## src/rtl/pci_lock_pkg.sv

```systemverilog
package pci_lock_pkg;

   // Target bus phase; outputs are decoded from the registered phase
   typedef enum logic [2:0] {
      PH_IDLE  = 3'd0,
      PH_BUSY  = 3'd1,   // foreign transaction in flight
      PH_WAIT  = 3'd2,   // DEVSEL# low, TRDY# held off
      PH_DATA  = 3'd3,   // DEVSEL# and TRDY# low
      PH_RETRY = 3'd4    // DEVSEL# and STOP# low
   } tgt_phase_e;

   localparam int unsigned MAX_WAIT_STATES = 7;

endpackage

```

## src/rtl/pci_lock_track.sv

```systemverilog
module pci_lock_track #(
   parameter bit LOCK_ENABLE = 1'b1
) (
   input  logic clk,
   input  logic rst_n,
   input  logic lock_n,
   input  logic addr_clk,
   input  logic hit,
   input  logic last_xfer,
   output logic locked,
   output logic deny
);

   generate
      if (LOCK_ENABLE) begin : g_lock
         logic claim_q;   // address clock seen with LOCK# high on an unlocked target
         logic rel_q;     // clock after the final transfer
         logic held_q;

         always_ff @(posedge clk) begin
            if (!rst_n) begin
               claim_q <= 1'b0;
               rel_q   <= 1'b0;
               held_q  <= 1'b0;
            end else begin
               claim_q <= addr_clk && hit && !held_q && lock_n;
               rel_q   <= last_xfer;
               if (claim_q && !lock_n)
                  held_q <= 1'b1;
               else if (rel_q && lock_n)
                  held_q <= 1'b0;
            end
         end

         assign locked = held_q;
         assign deny   = held_q && !lock_n;
      end else begin : g_nolock
         assign locked = 1'b0;
         assign deny   = 1'b0;
      end
   endgenerate

endmodule

```

## src/rtl/pci_lock_seq.sv

```systemverilog
module pci_lock_seq
   import pci_lock_pkg::*;
#(
   parameter int unsigned WAIT_STATES = 1
) (
   input  logic clk,
   input  logic rst_n,
   input  logic frame_n,
   input  logic irdy_n,
   input  logic hit,
   input  logic deny,
   output logic addr_clk,
   output logic last_xfer,
   output logic devsel_n,
   output logic trdy_n,
   output logic stop_n,
   output logic retry_req
);

   localparam int unsigned CW = (WAIT_STATES > 1) ? $clog2(WAIT_STATES) : 1;
   localparam tgt_phase_e  FIRST_PH = (WAIT_STATES == 0) ? PH_DATA : PH_WAIT;

   tgt_phase_e ph_q, ph_d;
   logic       wait_done;

   assign addr_clk  = (ph_q == PH_IDLE) && !frame_n;
   assign last_xfer = (ph_q == PH_DATA) && !irdy_n && frame_n;

   generate
      if (WAIT_STATES == 0) begin : g_nowait
         assign wait_done = 1'b1;
      end else begin : g_wait
         logic [CW-1:0] cnt_q;
         always_ff @(posedge clk) begin
            if (!rst_n)
               cnt_q <= '0;
            else if (addr_clk)
               cnt_q <= CW'(WAIT_STATES - 1);
            else if (ph_q == PH_WAIT && cnt_q != '0)
               cnt_q <= cnt_q - CW'(1);
         end
         assign wait_done = (cnt_q == '0);
      end
   endgenerate

   always_comb begin
      ph_d = ph_q;
      case (ph_q)
         PH_IDLE: begin
            if (!frame_n) begin
               if (!hit)      ph_d = PH_BUSY;
               else if (deny) ph_d = PH_RETRY;
               else           ph_d = FIRST_PH;
            end
         end
         PH_BUSY:  if (frame_n && irdy_n) ph_d = PH_IDLE;
         PH_WAIT:  if (wait_done)         ph_d = PH_DATA;
         PH_DATA:  if (last_xfer)         ph_d = PH_IDLE;
         PH_RETRY: if (frame_n)           ph_d = PH_IDLE;
         default:                         ph_d = PH_IDLE;
      endcase
   end

   always_ff @(posedge clk) begin
      if (!rst_n) ph_q <= PH_IDLE;
      else        ph_q <= ph_d;
   end

   assign devsel_n  = !((ph_q == PH_WAIT) || (ph_q == PH_DATA) || (ph_q == PH_RETRY));
   assign trdy_n    = (ph_q != PH_DATA);
   assign stop_n    = (ph_q != PH_RETRY);
   assign retry_req = (ph_q == PH_RETRY);

endmodule

```

## src/rtl/pci_lock_target.sv

```systemverilog
module pci_lock_target
   import pci_lock_pkg::*;
#(
   parameter int unsigned WAIT_STATES = 1,
   parameter bit          LOCK_ENABLE = 1'b1
) (
   input  logic clk,
   input  logic rst_n,
   input  logic frame_n,
   input  logic lock_n,
   input  logic irdy_n,
   input  logic hit,
   output logic devsel_n,
   output logic trdy_n,
   output logic stop_n,
   output logic locked,
   output logic retry_req
);

   generate
      if (WAIT_STATES > MAX_WAIT_STATES) begin : g_bad_wait
         $error("pci_lock_target: WAIT_STATES above supported limit");
      end
   endgenerate

   logic addr_clk;
   logic last_xfer;
   logic deny;

   pci_lock_track #(
      .LOCK_ENABLE (LOCK_ENABLE)
   ) track_i (
      .clk       (clk),
      .rst_n     (rst_n),
      .lock_n    (lock_n),
      .addr_clk  (addr_clk),
      .hit       (hit),
      .last_xfer (last_xfer),
      .locked    (locked),
      .deny      (deny)
   );

   pci_lock_seq #(
      .WAIT_STATES (WAIT_STATES)
   ) seq_i (
      .clk       (clk),
      .rst_n     (rst_n),
      .frame_n   (frame_n),
      .irdy_n    (irdy_n),
      .hit       (hit),
      .deny      (deny),
      .addr_clk  (addr_clk),
      .last_xfer (last_xfer),
      .devsel_n  (devsel_n),
      .trdy_n    (trdy_n),
      .stop_n    (stop_n),
      .retry_req (retry_req)
   );

endmodule

```

## config.mk

```make
export PLATFORM = sky130hd
export DESIGN_NAME = pci_lock_target
export DESIGN_NICKNAME = d
export VERILOG_FILES = /design/src/rtl/pci_lock_pkg.sv /design/src/rtl/pci_lock_track.sv /design/src/rtl/pci_lock_seq.sv /design/src/rtl/pci_lock_target.sv
export SDC_FILE = /design/constraint.sdc
export NUM_CORES = 1
export LEC_CHECK = 0
export ABC_AREA = 1
export ABC_CLOCK_PERIOD_IN_PS = 2800
export BUFFER_PORTS_ARGS = -buffer_cell sky130_fd_sc_hd__buf_4
export CORE_AREA = 2 2 39 41
export DETAILED_ROUTE_END_ITERATION = 16
export DIE_AREA = 0 0 41 43
export GPL_TIMING_DRIVEN = 0
export PLACE_DENSITY = 0.49
export SLEW_MARGIN = 20
export SYNTH_ARGS = -nofsm -noshare
export SYNTH_HDL_FRONTEND = slang
export SYNTH_SLANG_ARGS = --single-unit
```

## constraint.sdc

```tcl
create_clock -name clk -period 2.8 [get_ports clk]
set_clock_uncertainty 0.2 [all_clocks]
set_input_delay 0.28 -clock clk [delete_from_list [all_inputs] [get_ports clk]]
set_output_delay 0.28 -clock clk [all_outputs]
set_load 0.005 [all_outputs]
```

=== Yosys cells after proc, flatten, opt, wreduce, memory -nomap -nowiden ===
Index checks and enable logic that the tools add are counted.

* Register bits after elaboration: 7
* Input port bits: 6

* Add/subtract/negate cells: 1
* Equality and inequality tests: 11
* Muxes and demuxes: 10
* Bitwise operators: 1
* Reduce and logical (&&, ||, !) cells: 22

{| class="wikitable"
|+ Operators with widths
! operator !! count
|-
| $mux 3 || 7
|-
| $pmux 3 s5 || 1
|-
| $logic_and 1x1->1 || 11
|-
| $ne 2x2->1 const B || 4
|-
| $eq 3x2->1 const B || 2
|-
| $logic_not 1->1 || 5
|-
| $reduce_and 5->1 || 1
|-
| $eq 3x1->1 const B || 1
|-
| $eq 3x3->1 const B || 1
|-
| $logic_not 3->1 || 1
|-
| $ne 3x2->1 const B || 1
|-
| $ne 3x3->1 const B || 1
|-
| $logic_or 1x1->1 || 2
|-
| $mux 1 || 2
|-
| $ne 2x1->1 const B || 1
|-
| $reduce_bool 2->1 || 1
|-
| $reduce_or 2->1 || 1
|-
| $not 1->1 || 1
|-
| $sub 1x1->1 const B || 1
|}

=== Logic depth before layout (Yosys ltp) ===
Gate-level depths: netlist of the first run.

* Word-level depth: 6
* Depth in mapped cells: 8

=== Cells and area by module ===
A second synthesis of the first run with hierarchy kept.

* Cell total of the unflattened synthesis: 70
* Area, all modules: 421.7 µm²

{| class="wikitable"
|+ By module, submodules not included
! module !! times used !! cells an instance !! area an instance (µm²)
|-
| pci_lock_seq || 1 || 55 || 310.3
|-
| pci_lock_track || 1 || 15 || 111.4
|}

=== Worst setup path before layout of the first run ===
No wires, ideal clock.

* Kind: register to register
* Start: reg seq_i.ph_q[0]
* End: reg seq_i.ph_q[0]
* Arrival: 0.935 ns
* Slack: 1.550 ns
* Stages on the path, launching flop included: 7
* Clock period less this slack: 1.250 ns
* Cells stage by stage: dfxtp_1 -> nor2_2 -> nand3_1 -> nand2_2 -> nor2_4 -> o21ai_0 -> nor2_1

* Cells in the longest elaborated chain, start to end: 5
* Elaborated cells on any way between the ends: 14

{| class="wikitable"
|+ Ends and longest elaborated chain
! item !! line !! text
|-
| start, declared || pci_lock_seq.sv:23 || <nowiki>tgt_phase_e ph_q, ph_d;</nowiki>
|-
| start signal, assigned || pci_lock_seq.sv:66 || <nowiki>else ph_q <= ph_d;</nowiki>
|-
| $eq 3x2->1 || pci_lock_seq.sv:27, pci_lock_seq.sv:48 ||
|-
| $logic_and 1x1->1 (2 in series) || pci_lock_seq.sv:27 || <nowiki>assign last_xfer = (ph_q == PH_DATA) && !irdy_n && frame_n;</nowiki>
|-
| $ne 2x2->1 (no source line) || - ||
|-
| $reduce_and 5->1 (no source line) || - ||
|}

Parallel ways exist; a longest one is shown, timed or not.
A chain may end at the register's enable or synchronous reset.

=== Worst setup path after layout of the first run ===
* Start: reg seq_i.ph_q[0]
* End: out devsel_n

* Cells in the longest elaborated chain, start to end: 4
* Elaborated cells on any way between the ends: 6

{| class="wikitable"
|+ Ends and longest elaborated chain
! item !! line !! text
|-
| $eq 3x2->1 || pci_lock_seq.sv:69 || <nowiki>assign devsel_n = !((ph_q == PH_WAIT) || (ph_q == PH_DATA) || (ph_q == PH_RETRY));</nowiki>
|-
| $logic_or 1x1->1 || pci_lock_seq.sv:69 ||
|-
| $logic_or 1x1->1 * || pci_lock_seq.sv:69 ||
|-
| $logic_not 1->1 * || pci_lock_seq.sv:69 ||
|-
| end, declared || pci_lock_target.sv:13 || <nowiki>output logic devsel_n,</nowiki>
|}

Mark *: on every way between the ends. The rest lies on a longest branch, timed or not.

==> summary.txt, run 1 <==
Outcome
  • Status: complete, no violations

Clocking
  • Cells resized by post-CTS repair: 0
  • Reg clk slew, reported paths: 60 ps
  • Clock Path Buffers: 2
  • CTS tree: yes
  • Cts hold-fix bufs: 1
  • Num CTS Buffers: 3
  • Setup repair bufs after CTS: 0
  • Root buf cell: clkbuf_4
  • Htree depth: 1
  • Worst skew pair latency: 260 ps
  • Clock Sinks: 7

Run
  • Maxcap violations: 0

Floorplan
  • Die area: 1760 um^2
  • Vert. Die Dim: 43 um
  • Core Box Area: 1380 um^2
  • Core Rows: 14
  • Top Ports: 11
  • Initial core utilization: 28.7%
  • Die Width: 41 um

GRT
  • Vias in the first global route: 356
  • Initial antenna violation count: 0
  • Total track usage: 12.7%
  • Overflow after GRT: 0
  • First-pass GRT wire length: 1500 um
  • Maximum number of pins on one net before global-route repair: 8

Yosys
  • Synth area leader: dfxtp_1
  • Mapped Area: 397 um^2
  • Yosys top cell area share: 35.3%
  • Avg Inst Size Synth: 6.84 um^2
  • Number of synthesis warnings: 0
  • Ys flop type: dfxtp_1
  • Synth area leaders: dfxtp_1, nor2_1, inv_1
  • Synthesized Nets: 64
  • Register area share after synthesis: 35.3%
  • Synth top cells by count: nor2_1, dfxtp_1, inv_1, nand2_1, nand3_1
  • Synthesized flop and latch total: 7
  • Number of enable flip-flop cells after synthesis: 0
  • Synth Instances: 58
  • Count leader, synth: nor2_1
  • Fraction of registers with async set/reset: 0%
  • Library cells used by synthesis: 19

Detailed routing
  • Detailed Route WL: 861 um
  • Vias: 437
  • WL per Instance: 9.67 um
  • DRT met1 WL: 374 um
  • DR top layer: met4
  • Drt initial violations: 23
  • Detail Route met2 WL: 393 um
  • WL met3: 79 um
  • DR pass1 iterations: 4
  • DRC errors left: 0
  • Via/cell ratio: 4.91
  • Detail Route Antenna Nets: 0

Worst setup path
  • Worst EP required: 2320 ps
  • Crit start category: flip-flop
  • WP data arrival: 1230 ps
  • CP Capture Type: primary output
  • Crit path kind: flip-flop to primary output
  • Crit Path Max Fanout: 5

Pwr
  • Max rail drop VDD: 0.319 mV
  • Power consumption: 0.000458 W
  • Leakage: 0.251 nW
  • Pwr dens: 868 nW/um^2

Finish
  • FILL cells: 150
  • Final nets: 80
  • Share of layout cells above drive strength 1: 31.5%
  • Number of diodes: 0
  • Area Growth Syn to Fin: 33.1%

STA
  • Final hold violation count: 0
  • Setup violations, final: 0
  • Final TNS setup: 0 ps
  • Max-slew violations: 0
  • RSZ-0062 raised after global routing: false
  • Post-route clock period utilization: 61.1%
  • Slew @ Worst Pin: 242 ps
  • Max-slew headroom: 83.9%
  • Final worst path period need: 1710 ps
  • Fmax achieved: 584 MHz

Min path
  • Worst min path class: input pin to flip-flop

Placement
  • GPL Wtd Cong: 0.730
  • # port buffers: 10
  • DPL Wire Length: 667 um
-- path summary, 6_finish.rpt --
path | startpoint | depth (start not counted) | end | slack (ps)
min | lock_n | 2 | track_i.locked$_SDFFE_PN0P_ | 30
max reg2reg | seq_i.ph_q[0]$_SDFFE_PN0P_ | 6 | seq_i.ph_q[0]$_SDFFE_PN0P_ | 1430
max | seq_i.ph_q[0]$_SDFFE_PN0P_ | 5 | devsel_n | 1090
min reg2reg | track_i.g_lock.rel_q$_SDFF_PN0_ | 1 | track_i.locked$_SDFFE_PN0P_ | 220
-- routing by layer --
| metal | vias to the layer above | global-route usage (%) |
|---|---|---|
| met3 | 2 | 3.66 |
| met4 | 0 | 8.00 |
| met5 | - | 0 |
| li1 | 223 | - |
| met2 | 19 | 14.7 |
| met1 | 193 | 19.3 |
-- logic make-up (layout without fill, tap and decap cells) --
logic type,after synthesis,after routing,share of synthesized area (%)
buffers and inverters,9,24,8.52
flip-flops,7,7,35.3
AND/OR/NAND/NOR,33,33,42.3
AO/OA/AOI/OAI,9,9,13.9
-- flip-flops by register name, summed over array words and instances (netlist names) --
name                    count
seq_i.ph_q                  3
seq_i.g_wait.cnt_q          1
track_i.g_lock.claim_q      1
track_i.g_lock.rel_q        1
track_i.locked              1
-- per-stage QoR --
| stage | util, % | std cells | instance area (um^2) | hold WS, ps | worst slack, ps |
|---|---|---|---|---|---|
| 2_1_floorplan | - | 58 | 397 | 157 | 1550 |
| 3_3_place_gp | 35.5 | 84 | 492 | 221 | 1370 |
| 3_5_place_dp | 35.5 | 84 | 492 | 215 | 1380 |
| 4_1_cts | 38.2 | 89 | 528 | 20.6 | 1080 |
| 5_1_grt | 38.2 | 89 | 528 | 31.2 | 987 |
| 6_report | 38.2 | 89 | 528 | 27.1 | 1090 |
-- report_power, final --
group          total [W]  internal, W  switching, W
clock          0.0000959    0.0000547     0.0000412
sequential      0.000140     0.000118     0.0000214
combinational   0.000223    0.0000925      0.000130
-- area by class of cell --
class                   count  area (um^2)  share of cell area [%]
multi-input cells          42          223                    42.2
flip-flops and latches      7          140                    26.5
repair buffers             11         85.1                    16.1
inverters                   9         33.8                    6.40
clock buffers               4         26.3                    4.98
well taps                  16         20.0                    3.79
-- worst max-delay path, stage by stage (launching register included) --
cell and delay, ps:
dfxtp_1 350, nor2_2 250, nand2_1 130, inv_2 70, a21oi_1 40, buf_4 140
-- layout by cell type (no fill, tap or decap), types with 2 or more instances in the layout --
| master | count |
|---|---|
| nor3_1 | 2 |
| nand4_1 | 3 |
| inv_1 | 7 |
| nor2_2 | 2 |
| nand2_1 | 7 |
| o21ai_0 | 2 |
| nand3_1 | 4 |
| dfxtp_1 | 7 |
| buf_4 | 10 |
| inv_2 | 2 |
| a21oi_1 | 3 |
| nand2_2 | 3 |
| clkbuf_4 | 3 |
| nor2_1 | 9 |
Note: power is estimated with default switching activity, not from simulation.
==> inputs of run 2 (changes only) <==
--- a/config.mk
+++ b/config.mk
@@ -6,13 +6,13 @@
 export NUM_CORES = 1
 export LEC_CHECK = 0
 export ABC_AREA = 1
-export ABC_CLOCK_PERIOD_IN_PS = 2800
+export ABC_CLOCK_PERIOD_IN_PS = 1400
 export BUFFER_PORTS_ARGS = -buffer_cell sky130_fd_sc_hd__buf_4
 export CORE_AREA = 2 2 39 41
 export DETAILED_ROUTE_END_ITERATION = 16
 export DIE_AREA = 0 0 41 43
 export GPL_TIMING_DRIVEN = 0
-export PLACE_DENSITY = 0.49
+export PLACE_DENSITY = 0.51
 export SLEW_MARGIN = 20
 export SYNTH_ARGS = -nofsm -noshare
 export SYNTH_HDL_FRONTEND = slang
==> constraint.sdc (replaced) <==
create_clock -name clk -period 1.4 [get_ports clk]
set_clock_uncertainty 0.2 [all_clocks]
set_input_delay 0.14 -clock clk [delete_from_list [all_inputs] [get_ports clk]]
set_output_delay 0.14 -clock clk [all_outputs]
set_load 0.005 [all_outputs]
==> summary.txt, run 2 (same netlist as run 1, synthesis figures left out) <==
Finish
  • FILL cells: 146 (-2.7%)
  • Most common cell after layout, fill and taps aside: buf_4
  • Area of the multi-input gates: 267 um^2 (+20%)
  • Final nets: 89 (+11%)
  • Design area: 677 um^2 (+28%)
  • Commonest non-fill, non-tap cells in the layout: buf_4, nor2_1, inv_1, nand2_2, nand2_1
  • Number of diodes: 0 (unchanged)
  • Max reg flops: 3 (unchanged)
  • Register Area: 151 um^2 (+8.0%)
  • Share of layout cells above drive strength 1: 45.1% (+14 points)
  • Top reg by flops: seq_i.ph_q
  • Area Growth Syn to Fin: 70.7%

Clocking
  • Num CTS Buffers: 3 (unchanged)
  • Reg clk slew, reported paths: 50 ps (about the same)
  • Clock Sinks: 7 (unchanged)
  • CTS tree: yes
  • Htree depth: 1 (unchanged)
  • Root buf cell: clkbuf_4
  • Worst skew pair latency: 250 ps (about the same)
  • Clock Path Buffers: 2 (unchanged)

Pwr
  • Leakage: 0.318 nW (+26%)
  • Max rail drop VDD: 1.00 mV (+210%)
  • Pwr dens: 1680 nW/um^2 (+93%)

Outcome
  • Status: complete, no violations

Worst setup path
  • Crit start category: flip-flop
  • CP Capture Type: primary output
  • Crit-path slowest cell: dfxtp_4
  • Crit path kind: flip-flop to primary output
  • Reg2reg end: seq_i.ph_q[0]$_SDFFE_PN0P_
  • Buf+Inv Stages, Crit Path: 2 (unchanged)
  • Worst EP required: 1060 ps (-1260 ps)
  • WP data arrival: 1040 ps (-190 ps)
  • Setup slack, reg-to-reg: 20 ps (-1410 ps)
  • R2r startpoint: seq_i.ph_q[2]$_SDFFE_PN0P_
  • Critical path endpoint: devsel_n
  • Levels on crit path: 5 (unchanged)
  • Max stage delay on crit path: 360 ps (about the same)
  • Worst path top cell family by delay: flip-flops
  • R2R depth: 8 (+2)
  • Crit Path Max Fanout: 5 (unchanged)
  • CP startpoint: seq_i.ph_q[0]$_SDFFE_PN0P_
  • Crit-path cells: nor2_4 > nand2_2 > inv_2 > a21oi_2 > buf_4

Placement
  • DP Worst Slack: 44.5 ps (-1330 ps)
  • # port buffers: 10 (unchanged)
  • DPL Wire Length: 721 um (+8.1%)
  • GPL Wtd Cong: 0.747 (+2.3%)
  • Post-DP Area: 492 um^2 (unchanged)

GRT
  • Vias in the first global route: 476 (+34%)
  • First-pass GRT wire length: 1840 um (+23%)
  • Maximum number of pins on one net before global-route repair: 7 (-1)
  • Initial antenna violation count: 0 (unchanged)
  • Total track usage: 15.2% (+2.6 points)
  • Overflow after GRT: 0 (unchanged)

STA
  • Max-slew headroom: 85.7% (+1.9 points)
  • Final hold violation count: 0 (unchanged)
  • RSZ-0062 raised after global routing: true
  • Final TNS setup: 0 ps (unchanged)
  • Setup violations, final: 0 (unchanged)
  • Slew @ Worst Pin: 212 ps (-29.8 ps)
  • Final worst path period need: 1380 ps
  • Fmax achieved: 726 MHz
  • Max-slew violations: 0 (unchanged)
  • Setup WS post-layout: 21.8 ps (-1070 ps)
  • Post-route clock period utilization: 98.4%

Floorplan
  • Core Box Area: 1380 um^2 (unchanged)
  • Initial core utilization: 28.7% (unchanged)
  • Die area: 1760 um^2 (unchanged)
  • Top Ports: 11 (unchanged)
  • Vert. Die Dim: 43 um (unchanged)
  • Die Width: 41 um (unchanged)
  • Core Rows: 14 (unchanged)

Detailed routing
  • Vias: 477 (+9.2%)
  • Detailed Route WL: 1070 um (+24%)
  • DRC errors left: 0 (unchanged)
  • WL per Instance: 10.9 um (+13%)
  • Drt initial violations: 8 (-65%)
  • DR pass1 iterations: 4 (unchanged)
  • Detail Route Antenna Nets: 0 (unchanged)
  • Via/cell ratio: 4.87 (-0.87%)

Run
  • Maxcap violations: 0 (unchanged)

Min path
  • Worst min path class: input pin to flip-flop
## run 2: where the power goes
part / total [W] / internal, W / switching (W)
clock network: 0.000183 / 0.000109 / 0.0000740
registers: 0.000319 / 0.000256 / 0.0000630
logic: 0.000634 / 0.000303 / 0.000330
## run 2: cell type report
type	instances	area share (%)
tap	16	2.96
sequential	7	22.4
clock buffer	4	3.88
multi-input combinational	42	39.4
timing repair buffer	20	26.1
inverter	9	5.36
## run 2: routing by layer
metal	share of wire (%)	GRT usage, %
met1	44	17.8
met5	0	0
met4	0	1.33
met2	49	23.8
met3	6.9	9.42
## run 2: through the flow
step                      util [%]  hold WS (ps)  power, W  cells
after floorplan                  -          17.4  0.000597     58
after global placement        35.5           137  0.000730     84
after detailed placement      35.5           136  0.000731     84
after CTS                     45.2          6.16   0.00105     98
after global routing          48.9          61.3   0.00123     98
final                         48.9          28.5   0.00114     98
## run 2: repair_timing
| action | 4_1_cts | 5_1_grt |
|---|---|---|
| pin swaps | 2 | 7 |
| hold buffers | 5 | 0 |
| gates resized for setup | 8 | 14 |
| buffers inserted | 5 | 0 |
| endpoints found under the hold margin | 6 | 0 |
| gates cloned | 0 | 0 |
| setup endpoints to repair | 4 | 5 |
## run 2: worst register-to-register path, delay by kind of cell (launching register included)
family                 cells  cell delay, ps
DFF                        1             370
buffers and inverters      2             170
and+or+nand+nor            6             540
## run 2: how the worst min path moves through the flow
stage | endpoint | start | cells after the start | slack (ps)
floorplan | track_i.g_lock.claim_q$_SDFF_PN0_ | frame_n | 1 | 20
global placement | track_i.g_lock.rel_q$_SDFF_PN0_ | irdy_n | 2 | 140
detailed placement | track_i.g_lock.rel_q$_SDFF_PN0_ | irdy_n | 2 | 140
CTS | seq_i.g_wait.cnt_q$_SDFFE_PP0P_ | frame_n | 3 | 6
global route | seq_i.g_wait.cnt_q$_SDFFE_PP0P_ | frame_n | 3 | 60
finish | seq_i.g_wait.cnt_q$_SDFFE_PP0P_ | frame_n | 3 | 30
==> inputs of run 3 (changes only) <==
--- a/config.mk
+++ b/config.mk
@@ -6,7 +6,7 @@
 export NUM_CORES = 1
 export LEC_CHECK = 0
 export ABC_AREA = 1
-export ABC_CLOCK_PERIOD_IN_PS = 1400
+export ABC_CLOCK_PERIOD_IN_PS = 1160
 export BUFFER_PORTS_ARGS = -buffer_cell sky130_fd_sc_hd__buf_4
 export CORE_AREA = 2 2 39 41
 export DETAILED_ROUTE_END_ITERATION = 16
==> constraint.sdc (replaced) <==
create_clock -name clk -period 1.16 [get_ports clk]
set_clock_uncertainty 0.2 [all_clocks]
set_input_delay 0.116 -clock clk [delete_from_list [all_inputs] [get_ports clk]]
set_output_delay 0.116 -clock clk [all_outputs]
set_load 0.005 [all_outputs]
==> summary.txt, run 3 (same netlist as run 1, synthesis figures left out) <==
Detailed routing
  • DR pass1 iterations: 4 (unchanged)
  • DRC errors left: 0 (unchanged)
  • Via/cell ratio: 4.91 (+0.91%)
  • Detail Route Antenna Nets: 0 (unchanged)
  • Drt initial violations: 6 (-2)
  • WL per Instance: 11.3 um (+3.6%)
  • Detailed Route WL: 1150 um (+7.8%)
  • Vias: 501 (+5.0%)

Floorplan
  • Core Rows: 14 (unchanged)
  • Die area: 1760 um^2 (unchanged)
  • Initial core utilization: 28.7% (unchanged)
  • Die Width: 41 um (unchanged)
  • Top Ports: 11 (unchanged)
  • Vert. Die Dim: 43 um (unchanged)
  • Core Box Area: 1380 um^2 (unchanged)

STA
  • Max-slew headroom: 84.6% (-1.1 points)
  • RSZ-0062 raised after global routing: true
  • Max-slew violations: 0 (unchanged)
  • Final worst path period need: 1370 ps
  • Minimum hold slack: -21.7 ps (-50.3 ps)
  • Setup WS post-layout: -206 ps (-228 ps)
  • Final hold violation count: 1 (+1)
  • Setup violations, final: 8 (+8)
  • Slew @ Worst Pin: 231 ps (+18.5 ps)
  • Final TNS setup: -1210 ps (-1210 ps)
  • Post-route clock period utilization: 118%
  • Fmax achieved: 732 MHz

GRT
  • Initial antenna violation count: 0 (unchanged)
  • Vias in the first global route: 434 (-8.8%)
  • Overflow after GRT: 0 (unchanged)
  • Total track usage: 16.3% (+1.1 points)
  • Maximum number of pins on one net before global-route repair: 6 (-1)
  • First-pass GRT wire length: 1860 um (+1.1%)

Placement
  • Post-DP Area: 508 um^2 (+3.3%)
  • GPL Wtd Cong: 0.774 (+3.6%)
  • # port buffers: 10 (unchanged)
  • DPL Wire Length: 709 um (-1.7%)
  • DP Worst Slack: -124 ps (-169 ps)
  • Placed cells: 84 (unchanged)

Run
  • Maxcap violations: 0 (unchanged)

Pwr
  • Max rail drop VDD: 0.917 mV (-8.7%)
  • Pwr dens: 2120 nW/um^2 (+26%)
  • Leakage: 0.328 nW (+3.3%)

Worst setup path
  • Crit start category: flip-flop
  • Crit-path cells: nor2_4 > nand2_2 > inv_2 > a21oi_2 > buf_4
  • CP Capture Type: primary output
  • Worst path top cell family by delay: flip-flops
  • Max stage delay on crit path: 360 ps (about the same)
  • Worst EP required: 840 ps (-220 ps)
  • Crit Path Max Fanout: 5 (unchanged)
  • Crit-path slowest cell: dfxtp_4
  • Buf+Inv Stages, Crit Path: 2 (unchanged)
  • Crit path kind: flip-flop to primary output
  • WP data arrival: 1050 ps (about the same)

Finish
  • Max reg flops: 3 (unchanged)
  • Number of diodes: 0 (unchanged)
  • Finished Layout Cells: 102 (+4.1%)
  • Area Growth Syn to Fin: 77.9%
  • Top reg by flops: seq_i.ph_q
  • Share of layout cells above drive strength 1: 50.0% (+4.9 points)
  • FILL cells: 147 (+0.68%)
  • Final nets: 93 (+4.5%)
  • Design area: 706 um^2 (+4.3%)
  • Commonest non-fill, non-tap cells in the layout: buf_4, nor2_1, inv_1, nand2_1, dlygate4sd3_1
  • Most common cell after layout, fill and taps aside: buf_4

Clocking
  • Clock Path Buffers: 2 (unchanged)
  • Worst skew pair latency: 260 ps (about the same)
  • Reg clk slew, reported paths: 60 ps (about the same)
  • Root buf cell: clkbuf_4
  • Num CTS Buffers: 3 (unchanged)
  • Htree depth: 1 (unchanged)
  • CTS tree: yes
  • Clock Sinks: 7 (unchanged)

Min path
  • Worst min path class: input pin to flip-flop

Outcome
  • Failing checks: hold timing, setup timing
  • Status: finished with violations
==> run 3: changes by cell type in the layout (fill, tap and decap cells not counted), sizes merged <==
cell	change
dlygate4sd3	+1
buf	+4
dlymetal6s4s	-1
==> run 3: worst reg2reg max path: stages, from the launching register on <==
cell and delay, ps:
dfxtp_4 360, buf_4 140, nor2_1 120, nand3_2 70, nand2_2 100, nor2_4 50, a21oi_1 130, nor2_1 60
==> run 3: where the power goes <==
part / switching [W] / internal, W
clock network: 0.000103 / 0.000132
registers: 0.0000778 / 0.000308
logic: 0.000424 / 0.000448
total: 0.000605 / 0.000889
==> run 3: repair_timing <==
item | in CTS | in global routing
pin swaps | 8 | 8
gates resized for setup | 9 | 7
hold buffers | 3 | 2
endpoints found under the hold margin | 6 | 1
buffers inserted | 6 | 3
endpoints found under the setup margin | 8 | 10
==> run 3: metal layers <==
metal / vias to the layer above / global-route usage (%) / part of all wire [%]
li1: 253 / - / -
met2: 10 / 20.0 / 47
met4: 0 / 16.0 / 4.1
met1: 233 / 22.9 / 45
met5: - / 0 / 0
met3: 5 / 1.57 / 3.7
==> run 3: path summary, 6_finish.rpt <==
| kind | start | endpoint | cells after the start | slack (ps) |
|---|---|---|---|---|
| worst max-delay path | seq_i.ph_q[0]$_SDFFE_PN0P_ | devsel_n | 5 | -210 |
| worst min-delay path | frame_n | seq_i.g_wait.cnt_q$_SDFFE_PP0P_ | 3 | -20 |
| worst max register to register | seq_i.ph_q[1]$_SDFFE_PN0P_ | seq_i.ph_q[1]$_SDFFE_PN0P_ | 7 | -180 |
| worst min register to register | track_i.g_lock.rel_q$_SDFF_PN0_ | track_i.locked$_SDFFE_PN0P_ | 1 | 230 |
==> run 3: layout make-up <==
cell class / count / area, um^2 / share of cell area, %
multi-input combinational: 42 / 262 / 37.1
timing repair buffer: 24 / 208 / 29.4
tap: 16 / 20.0 / 2.84
sequential: 7 / 151 / 21.5
clock buffer: 4 / 26.3 / 3.72
inverter: 9 / 38.8 / 5.50
==> run 3: through the flow <==
stage | utilization (%) | power, W
floorplan | - | 0.000770
global placement | 36.7 | 0.000935
detailed placement | 36.7 | 0.000934
CTS | 46.3 | 0.00137
global route | 51.0 | 0.00162
finish | 51.0 | 0.00149
